[config.mk]
export PLATFORM = sky130hd
export DESIGN_NAME = sftx_top
export DESIGN_NICKNAME = d
export VERILOG_FILES = /design/src/rtl/sftx_pkg.sv /design/src/rtl/sftx_parity.sv /design/src/rtl/sftx_stop_len.sv /design/src/rtl/sftx_seq.sv /design/src/rtl/sftx_top.sv
export SDC_FILE = /design/constraint.sdc
export NUM_CORES = 1
export LEC_CHECK = 0
export BUFFER_PORTS_ARGS = -buffer_cell sky130_fd_sc_hd__buf_2
export CORE_ASPECT_RATIO = 1.2
export CORE_MARGIN = 5
export CORE_UTILIZATION = 50
export CTS_BUF_LIST = sky130_fd_sc_hd__clkbuf_4
export DETAILED_ROUTE_END_ITERATION = 7
export GPL_TIMING_DRIVEN = 0
export PLACE_DENSITY = 0.74
export SETUP_SLACK_MARGIN = 0.2
export SLEW_MARGIN = 20
export SYNTH_ARGS = -nofsm -noshare
export SYNTH_HDL_FRONTEND = slang
export SYNTH_SLANG_ARGS = --single-unit
[constraint.sdc]
create_clock -name clk -period 2.15 [get_ports clk]
set_input_delay 0.3225 -clock clk [delete_from_list [all_inputs] [get_ports clk]]
set_output_delay 0.3225 -clock clk [all_outputs]
set_load 0.05 [all_outputs]
[src/rtl/sftx_pkg.sv]
package sftx_pkg;
    localparam int WORD_W      = 8;
    localparam int MIN_W       = 5;
    localparam int SUB_PER_BIT = 16;

    typedef enum logic [2:0] {
        ST_IDLE  = 3'd0,
        ST_START = 3'd1,
        ST_DATA  = 3'd2,
        ST_PAR   = 3'd3,
        ST_STOP  = 3'd4
    } tx_state_e;

    typedef enum logic [1:0] {
        PAR_EVEN  = 2'b00,
        PAR_ODD   = 2'b01,
        PAR_MARK  = 2'b10,
        PAR_SPACE = 2'b11
    } par_kind_e;

    typedef struct packed {
        logic [1:0] len;
        logic       stop2;
        logic       par_en;
        logic [1:0] par_kind;
    } fmt_t;
endpackage

[src/rtl/sftx_parity.sv]
module sftx_parity
    import sftx_pkg::*;
(
    input  logic [WORD_W-1:0] data_i,
    input  fmt_t              fmt_i,
    output logic              bit_o
);
    logic [WORD_W-1:0] used;
    logic              ones_odd;

    for (genvar g = 0; g < WORD_W; g++) begin : g_mask
        if (g < MIN_W) begin : g_always
            assign used[g] = 1'b1;
        end else begin : g_len
            assign used[g] = ({1'b0, fmt_i.len} > 3'(g - MIN_W));
        end
    end

    assign ones_odd = ^(data_i & used);

    always_comb begin
        case (par_kind_e'(fmt_i.par_kind))
            PAR_EVEN:  bit_o = ones_odd;
            PAR_ODD:   bit_o = ~ones_odd;
            PAR_MARK:  bit_o = 1'b1;
            default:   bit_o = 1'b0;
        endcase
    end
endmodule

[src/rtl/sftx_stop_len.sv]
module sftx_stop_len
    import sftx_pkg::*;
#(
    parameter int SUB    = SUB_PER_BIT,
    parameter int STOP_W = $clog2(2 * SUB + 1)
) (
    input  fmt_t              fmt_i,
    output logic [STOP_W-1:0] ticks_o
);
    localparam logic [STOP_W-1:0] ONE_BIT  = STOP_W'(SUB);
    localparam logic [STOP_W-1:0] ONE_HALF = STOP_W'(SUB + SUB / 2);
    localparam logic [STOP_W-1:0] TWO_BIT  = STOP_W'(2 * SUB);

    always_comb begin
        if (!fmt_i.stop2) begin
            ticks_o = ONE_BIT;
        end else if (fmt_i.len == 2'b00) begin
            ticks_o = ONE_HALF;
        end else begin
            ticks_o = TWO_BIT;
        end
    end
endmodule

[src/rtl/sftx_seq.sv]
module sftx_seq
    import sftx_pkg::*;
#(
    parameter int SUB    = SUB_PER_BIT,
    parameter int SUB_W  = $clog2(SUB),
    parameter int STOP_W = $clog2(2 * SUB + 1),
    parameter int IDX_W  = $clog2(WORD_W)
) (
    input  logic              clk,
    input  logic              rst_n,
    input  logic              tick_i,
    input  logic              valid_i,
    input  logic [WORD_W-1:0] data_i,
    input  fmt_t              fmt_i,
    input  logic              par_bit_i,
    input  logic [STOP_W-1:0] stop_ticks_i,
    output logic [WORD_W-1:0] cur_data_o,
    output fmt_t              cur_fmt_o,
    output logic              ready_o,
    output logic              busy_o,
    output logic              txd_o
);
    typedef struct packed {
        tx_state_e         st;
        logic [SUB_W-1:0]  sub;
        logic [IDX_W-1:0]  idx;
        logic [STOP_W-1:0] stop_left;
        logic [WORD_W-1:0] data;
        fmt_t              fmt;
        logic              pend;
        logic              txd;
    } regs_t;

    localparam logic [SUB_W-1:0] SUB_LAST = SUB_W'(SUB - 1);

    regs_t            q, n;
    logic             ready_w;
    logic             accept;
    logic             sub_last;
    logic [IDX_W-1:0] idx_last;

    assign ready_w = (q.st == ST_IDLE) || (q.st == ST_STOP && !q.pend);

    always_comb begin
        n        = q;
        accept   = valid_i && ready_w;
        sub_last = (q.sub == SUB_LAST);
        idx_last = IDX_W'(MIN_W - 1) + IDX_W'(q.fmt.len);

        case (q.st)
            ST_IDLE: begin
                if (accept) begin
                    n.data = data_i;
                    n.fmt  = fmt_i;
                    n.pend = 1'b0;
                    n.sub  = '0;
                    n.st   = ST_START;
                end
            end
            ST_START: begin
                if (tick_i) begin
                    n.sub = q.sub + 1'b1;
                    if (sub_last) begin
                        n.st  = ST_DATA;
                        n.idx = '0;
                        n.sub = '0;
                    end
                end
            end
            ST_DATA: begin
                if (tick_i) begin
                    n.sub = q.sub + 1'b1;
                    if (sub_last) begin
                        n.sub = '0;
                        if (q.idx == idx_last) begin
                            if (q.fmt.par_en) begin
                                n.st = ST_PAR;
                            end else begin
                                n.st        = ST_STOP;
                                n.stop_left = stop_ticks_i;
                            end
                        end else begin
                            n.idx = q.idx + 1'b1;
                        end
                    end
                end
            end
            ST_PAR: begin
                if (tick_i) begin
                    n.sub = q.sub + 1'b1;
                    if (sub_last) begin
                        n.sub       = '0;
                        n.st        = ST_STOP;
                        n.stop_left = stop_ticks_i;
                    end
                end
            end
            ST_STOP: begin
                if (accept) begin
                    n.data = data_i;
                    n.fmt  = fmt_i;
                    n.pend = 1'b1;
                end
                if (tick_i) begin
                    if (q.stop_left == STOP_W'(1)) begin
                        n.sub = '0;
                        if (n.pend) begin
                            n.st   = ST_START;
                            n.pend = 1'b0;
                        end else begin
                            n.st = ST_IDLE;
                        end
                    end else begin
                        n.stop_left = q.stop_left - 1'b1;
                    end
                end
            end
            default: begin
                n.st = ST_IDLE;
            end
        endcase

        case (n.st)
            ST_START: n.txd = 1'b0;
            ST_DATA:  n.txd = n.data[n.idx];
            ST_PAR:   n.txd = par_bit_i;
            default:  n.txd = 1'b1;
        endcase
    end

    always_ff @(posedge clk or negedge rst_n) begin
        if (!rst_n) begin
            q.st        <= ST_IDLE;
            q.sub       <= '0;
            q.idx       <= '0;
            q.stop_left <= '0;
            q.data      <= '0;
            q.fmt       <= '0;
            q.pend      <= 1'b0;
            q.txd       <= 1'b1;
        end else begin
            q <= n;
        end
    end

    assign cur_data_o = q.data;
    assign cur_fmt_o  = q.fmt;
    assign ready_o    = ready_w;
    assign busy_o     = (q.st != ST_IDLE);
    assign txd_o      = q.txd;
endmodule

[src/rtl/sftx_top.sv]
module sftx_top
    import sftx_pkg::*;
#(
    parameter int SUB    = SUB_PER_BIT,
    parameter int STOP_W = $clog2(2 * SUB + 1)
) (
    input  logic              clk,
    input  logic              rst_n,
    input  logic              sub_tick,
    input  logic [1:0]        word_len,
    input  logic              stop_sel,
    input  logic              par_en,
    input  logic [1:0]        par_kind,
    input  logic              in_valid,
    input  logic [WORD_W-1:0] in_data,
    output logic              in_ready,
    output logic              txd,
    output logic              busy
);
    fmt_t              fmt_in;
    fmt_t              cur_fmt;
    logic [WORD_W-1:0] cur_data;
    logic              par_bit;
    logic [STOP_W-1:0] stop_ticks;

    always_comb begin
        fmt_in.len      = word_len;
        fmt_in.stop2    = stop_sel;
        fmt_in.par_en   = par_en;
        fmt_in.par_kind = par_kind;
    end

    sftx_parity u_par (
        .data_i (cur_data),
        .fmt_i  (cur_fmt),
        .bit_o  (par_bit)
    );

    sftx_stop_len #(.SUB(SUB), .STOP_W(STOP_W)) u_stop (
        .fmt_i   (cur_fmt),
        .ticks_o (stop_ticks)
    );

    sftx_seq #(.SUB(SUB), .STOP_W(STOP_W)) u_seq (
        .clk          (clk),
        .rst_n        (rst_n),
        .tick_i       (sub_tick),
        .valid_i      (in_valid),
        .data_i       (in_data),
        .fmt_i        (fmt_in),
        .par_bit_i    (par_bit),
        .stop_ticks_i (stop_ticks),
        .cur_data_o   (cur_data),
        .cur_fmt_o    (cur_fmt),
        .ready_o      (in_ready),
        .busy_o       (busy),
        .txd_o        (txd)
    );
endmodule

==> results of run 1 <==
[worst reg2reg max path: cells and delay by family, from the launching register on]
family          cells  cell delay [ns]
compound gates      3             0.89
fa+ha+maj           1             0.17
simple gates        3             0.54
flops               1             0.42
mux                 1             0.13
[routing by layer]
layer | vias up | track usage (%)
li1 | 780 | -
met1 | 747 | 21.5
met2 | 49 | 30.0
met3 | 9 | 5.29
met4 | 0 | 7.10
met5 | - | 0
[state kept, by name (all words and copies together) (netlist names)]
register          count
u_seq.q              17
u_seq.txd_o           1
u_seq.cur_data_o      8
u_seq.cur_fmt_o       6
[metrics by stage]
stage | cells | util [%] | hold slack (ns) | TNS [ns]
2_1_floorplan | 195 | - | 0.0269 | 0
3_3_place_gp | 269 | 55.5 | 0.421 | -0.114
3_5_place_dp | 269 | 55.5 | 0.424 | -0.144
4_1_cts | 283 | 60.2 | 0.0439 | -0.0270
5_1_grt | 286 | 61.7 | 0.0738 | -0.131
6_report | 286 | 61.7 | 0.0244 | -0.0478
[placed cells by master, fill, tap and decap left out, types with 5 or more instances in the layout]
master,instances
nand2_1,14
xnor2_1,8
a21oi_1,10
buf_4,10
nor2_1,7
inv_1,10
clkbuf_4,6
buf_2,20
dfrtp_1,27
nand3_1,8
buf_6,5
o21ai_0,15
mux2_2,13
[power by group]
group          internal [mW]  total [mW]  switching, mW  leakage (nW)
clock                  0.256       0.472          0.216        0.0456
sequential             0.683       0.755         0.0718         0.401
combinational          0.244       0.470          0.226         0.618
[timing repair]
action | in CTS | in global routing
gates resized for setup | 15 | 12
pin swaps | 3 | 6
setup buffers | 6 | 3
endpoints found under the setup margin | 6 | 6
[layout make-up]
cell class	instances	area (um2)
inverters	10	37.5
clock inverters	2	35.0
repair buffers	29	174
well taps	54	67.6
fillers	351	1490
flip-flops and latches	32	807
plain buffers	7	72.6
multi-input cells	146	1150
clock buffers	6	45.0
[worst min path at each step]
stage / to / cells after the start
after CTS: u_seq.q[17] / 1
after floorplan: u_seq.cur_data_o[0] / 0
after global placement: u_seq.q[25] / 1
after global routing: u_seq.q[17] / 1
after detailed placement: u_seq.q[25] / 1
final: u_seq.q[17] / 1
[Yosys cell counts (all sizes together), types with 3 or more instances]
cell	count	area share, %
and3	6	2.0
mux2i	4	2.0
inv	10	1.9
nor3	4	1.3
nand3	12	4.2
xnor2	10	4.5
ha	4	2.6
buf	6	2.9
mux2	13	7.5
a21oi	10	2.6
o21ai	18	4.6
nor4	3	0.96
nand2	15	2.9
and2	4	1.3
dfrtp	31	40
nor2	9	1.7
a31oi	4	1.3
[logic make-up after synthesis]
logic type | Yosys count
compound gates | 49
xor+xnor | 11
fa+ha+maj | 4
buf+inv | 17
flops | 32
mux | 17
simple gates | 65
==> results_dict.tcl, run 1 <==
set metrics [dict create \
    critical-path-max-stage-delay_ns 0.42 \
    grt_antenna_before_repair 0 \
    synth-seq-area-share_pct 40.9 \
    synth_xor_area_share_pct 5.62 \
    clock_sink_count 32 \
    grt_use_total_pct 18.1 \
    die-area_mm2 0.00528 \
    leakage_nw 1.07 \
    finalPower_mw 1.70 \
    final-max-slew-violation-count 0 \
    drv.max_cap_violation_count 0 \
    detail_route.wirelength_mm 4.41 \
    avgRoutedWirePerCell_um 15.4 \
    layout_worst_path_cycle_share_pct 102 \
    synth_warnings 0 \
    drive_gt1_share_pct 36.6 \
    max-slew-margin-rel_pct 50.7 \
    placement_rows 25 \
    synth_cells 195 \
    clk_path_buf_depth 2 \
    dr.pass1.iters 5 \
    post_synthesis_compound_gate_area_fraction_pct 17.2 \
    root_buffer "clkbuf_4" \
    detailroute.wirelength.met2_mm 2.25 \
    post_dp_cell_area_mm2 0.00215 \
    postCtsHoldBufs 0 \
    drtIter0Drc 84 \
    synth_async_sr_flop_share_pct 100 \
    cp_data_required_time_ns 2.44 \
    yosys_register_bits 32 \
    reg2reg_slack_ns -0.05 \
    period_minus_slack_ns 2.20 \
    outcome "finished with violations" \
    r2r_startpoint "u_seq.q[25]" \
    finalWorstSetupSlack_ns -0.0478 \
    post_synth.cell_area_avg_um2 10.0 \
    post_synthesis_cell_area_mm2 0.00196 \
    end_kind "register" \
    die_y_um 78.6 \
    dominantRegCellSynth "dfrtp_1" \
    grt_first_pass_wirelength_mm 7.22 \
    synth-simple-area-share_pct 19.1 \
    critPathArrivalTime_ns 2.49 \
    worst-setup-path-type "reg2reg" \
    diodes 0 \
    worstReg2RegEnd "u_seq.txd_o" \
    dp_worst_setup_slack_ns -0.144 \
    max_freq_ghz 0.455 \
    worst_hold_path_type "in2async" \
    port_buffers 20 \
    ant_nets 0 \
    rsz0062_at_grt "true" \
    cts-buffers-inserted 5 \
    insertion_delay_ns 0.35 \
    route.detailed.vias_per_inst 5.54 \
    timing_worst_slew_pin_value_ns 0.739 \
    finalClockSkew_ns 0.0117 \
    final_nets 253 \
    critical_path.cell_chain "ha_4 > nand3_4 > o31a_1 > a221oi_4 > mux2i_1 > or3b_1 > a31o_1 > nand3_2" \
    dr_total_vias 1585 \
    pin_count_of_the_biggest_net_entering_global_routing 33 \
    place_hpwl_mm 2.99 \
    post_synth_fa_ha_maj_area_fraction_pct 2.55 \
    synth_edf_count 0 \
    drc 0 \
    cts_tree "built" \
    met3_length_um 233 \
    critPathSlowestCell "dfrtp_1" \
    worst_setup_path_start_kind "register" \
    startpoint "u_seq.q[25]" \
    largest_family_of_logic_cells_by_synthesized_area "simple AND/OR/NAND/NOR gates" \
    post_synth_mux_area_share_pct 9.51 \
    number_of_buffers_and_inverters_on_the_critical_path 0 \
    path_depth 8 \
    pd_cells_mw_per_mm2 710 \
    post_synth_num_cell_types 52 \
    final_design_area_no_fill_mm2 0.00239 \
    setup_viol_count_final 1 \
    top_signal_layer_used "met4" \
    critPathMaxFanout 6 \
    synth_fp_nets 217 \
    worst_setup_path_endpoint "u_seq.txd_o" \
    first_global_vias 1597 \
    count_of_pins_on_the_block_boundary 21 \
    route.layer.met1.wl_mm 1.84 \
    floorplan.initialDensity_pct 50.5 \
    overflow 0 \
    global_placer_s_final_weighted_congestion 0.893 \
    cts-htree-levels 2 \
    area_growth_syn_to_layout_pct 22.1 \
    die_x_um 67.1 \
    crit_family "compound AO/OA/AOI/OAI gates" \
    clk_pin_slew_worst_paths_ns 0.11 \
    violations_in_the_final_reports "negative setup slack" \
    vdd_ir_drop_max_mv 0.419 \
    hold_viol_final 0 \
    placeableCoreArea_mm2 0.00388 \
    r2r_cells 8 \
]
Note: power is estimated with default switching activity, not from simulation.
==> run 2: changes to the inputs <==
CORE_MARGIN = 1   (was 5)
PLACE_DENSITY = 0.72   (was 0.74)
clock period = 2.75 ns   (was 2.15 ns; I/O delays follow)
==> results_dict.tcl, run 2 (synthesis results as in run 1) <==
set metrics [dict create \
    global_placer_s_final_weighted_congestion 0.849 \
    setup_viol_count_final 0 \
    finalPower_mw 1.18 \
    cp_data_required_time_ns 3.03 \
    placement_rows 24 \
    pin_count_of_the_biggest_net_entering_global_routing 33 \
    postCtsHoldBufs 0 \
    drive_gt1_share_pct 26.7 \
    critPathMaxFanout 7 \
    die-area_mm2 0.00417 \
    r2r_cells 9 \
    power.sequential.fraction_pct 50.0 \
    r2r_startpoint "u_seq.q[25]" \
    drv.max_cap_violation_count 0 \
    worst-setup-path-type "reg2reg" \
    drc 0 \
    count_of_pins_on_the_block_boundary 21 \
    largest_register_ffs 17 \
    p_int_mw 0.807 \
    max_freq_ghz 0.416 \
    route.detailed.vias_per_inst 5.61 \
    timing_worst_slew_pin_value_ns 0.715 \
    cts_repair_resize_count 0 \
    p_sw_share_pct 31.4 \
    critical_path.cell_chain "ha_1 > nand3_4 > nor4_1 > a221oi_4 > buf_4 > mux2i_1 > or3_1 > a21o_1 > nand3_2" \
    final-max-slew-violation-count 0 \
    cts-buffers-inserted 5 \
    port_buffers 20 \
    ant_nets 0 \
    vdd_ir_drop_max_mv 0.378 \
    p_switching_mw 0.370 \
    fin_hold_ws_ns 0.117 \
    drtIter0Drc 100 \
    final_nets 246 \
    first_global_vias 1504 \
    worst_hold_path_type "in2async" \
    leading_cell_type_in_the_layout_fill_and_taps_excluded "dfrtp_1" \
    die_y_um 70.6 \
    grt_use_total_pct 21.8 \
    max-slew-margin-rel_pct 52.4 \
    crit_family "simple AND/OR/NAND/NOR gates" \
    layout_common_cells "dfrtp_1 (31), buf_2 (21), o21ai_0 (18), nand2_1 (15), mux2_2 (13)" \
    critical-path-max-stage-delay_ns 0.49 \
    root_buffer "clkbuf_4" \
    leakage_nw 1.00 \
    critPathArrivalTime_ns 2.68 \
    share_clk_of_total_power_pct 23.7 \
    grt_first_pass_wirelength_mm 6.89 \
    avgRoutedWirePerCell_um 14.4 \
    reg2reg_slack_ns 0.35 \
    final_core_utilization_pct 59.5 \
    die_x_um 59.1 \
    outcome "complete, no violations" \
    end_kind "register" \
    area_growth_syn_to_layout_pct 12.1 \
    place_hpwl_mm 2.86 \
    period_minus_slack_ns 2.40 \
    hold_viol_final 0 \
    placeableCoreArea_mm2 0.00369 \
    cts-htree-levels 2 \
    layout_worst_path_cycle_share_pct 87.3 \
    worst_setup_path_start_kind "register" \
    overflow 0 \
    regMostFlops "u_seq.q" \
    finalClockSkew_ns 0.00655 \
    pd_cells_mw_per_mm2 536 \
    p_comb_share_pct 26.3 \
    clk_path_buf_depth 2 \
    dr.pass1.iters 4 \
    number_of_buffers_and_inverters_on_the_critical_path 1 \
    startpoint "u_seq.q[25]" \
    clk_pin_slew_worst_paths_ns 0.10 \
    floorplan.initialDensity_pct 53.0 \
    clock_sink_count 32 \
    setup_total_negative_slack_ns 0 \
    insertion_delay_ns 0.33 \
    worstReg2RegEnd "u_seq.txd_o" \
    cts_tree "built" \
    grt_antenna_before_repair 0 \
    detail_route.wirelength_mm 3.98 \
    rsz0062_at_grt "false" \
    diodes 0 \
    dr_total_vias 1553 \
    critPathSlowestCell "nor4_1" \
]
[run 2: worst max-delay path by stage]
stage | to | depth (start not counted)
after floorplan | u_seq.txd_o | 8
after global placement | u_seq.txd_o | 8
after detailed placement | u_seq.txd_o | 8
after CTS | u_seq.txd_o | 8
after global routing | u_seq.txd_o | 9
final | u_seq.txd_o | 9
[run 2: per-layer routing]
layer	GRT usage (%)	wire length, um
met1	28.6	1750
met2	35.0	1980
met3	4.94	177
met4	8.20	71
met5	0	0
[run 2: worst reg2reg max path, cell delays in order (launching register included)]
cell and delay, ns:
dfrtp_1 0.41, ha_1 0.27, nand3_4 0.14, nor4_1 0.49
a221oi_4 0.18, buf_4 0.17, mux2i_1 0.11, or3_1 0.31
a21o_1 0.19, nand3_2 0.07
[run 2: timing repair]
action                                 in CTS  in global routing
endpoints found under the hold margin       0                  0
buffers inserted                            0                  2
setup endpoints to repair                   0                  1
[run 2: cell type report]
| class | instances | area (um2) |
|---|---|---|
| buffer | 7 | 61.3 |
| clock buffer | 7 | 52.6 |
| clock inverter | 1 | 3.75 |
| fill | 349 | 1500 |
| inverter | 10 | 37.5 |
| multi-input combinational | 146 | 1060 |
| sequential | 32 | 802 |
| tap | 52 | 65.1 |
| timing repair buffer | 22 | 115 |
[run 2: power by group through the flow]
| stage | Clock, mW | Combinational, mW | Sequential [mW] |
|---|---|---|---|
| floorplan | 0 | 0.233 | 0.597 |
| global placement | 0 | 0.306 | 0.595 |
| detailed placement | 0 | 0.312 | 0.598 |
| CTS | 0.291 | 0.313 | 0.589 |
| global route | 0.306 | 0.344 | 0.598 |
| finish | 0.279 | 0.309 | 0.588 |
[run 2: through the flow]
step                worst slack, ns  std cells  cell area (um2)
global route                  0.202        277             2200
floorplan                     0.578        195             1960
finish                        0.349        277             2200
detailed placement            0.351        267             2120
global placement              0.397        267             2120
CTS                           0.337        275             2180
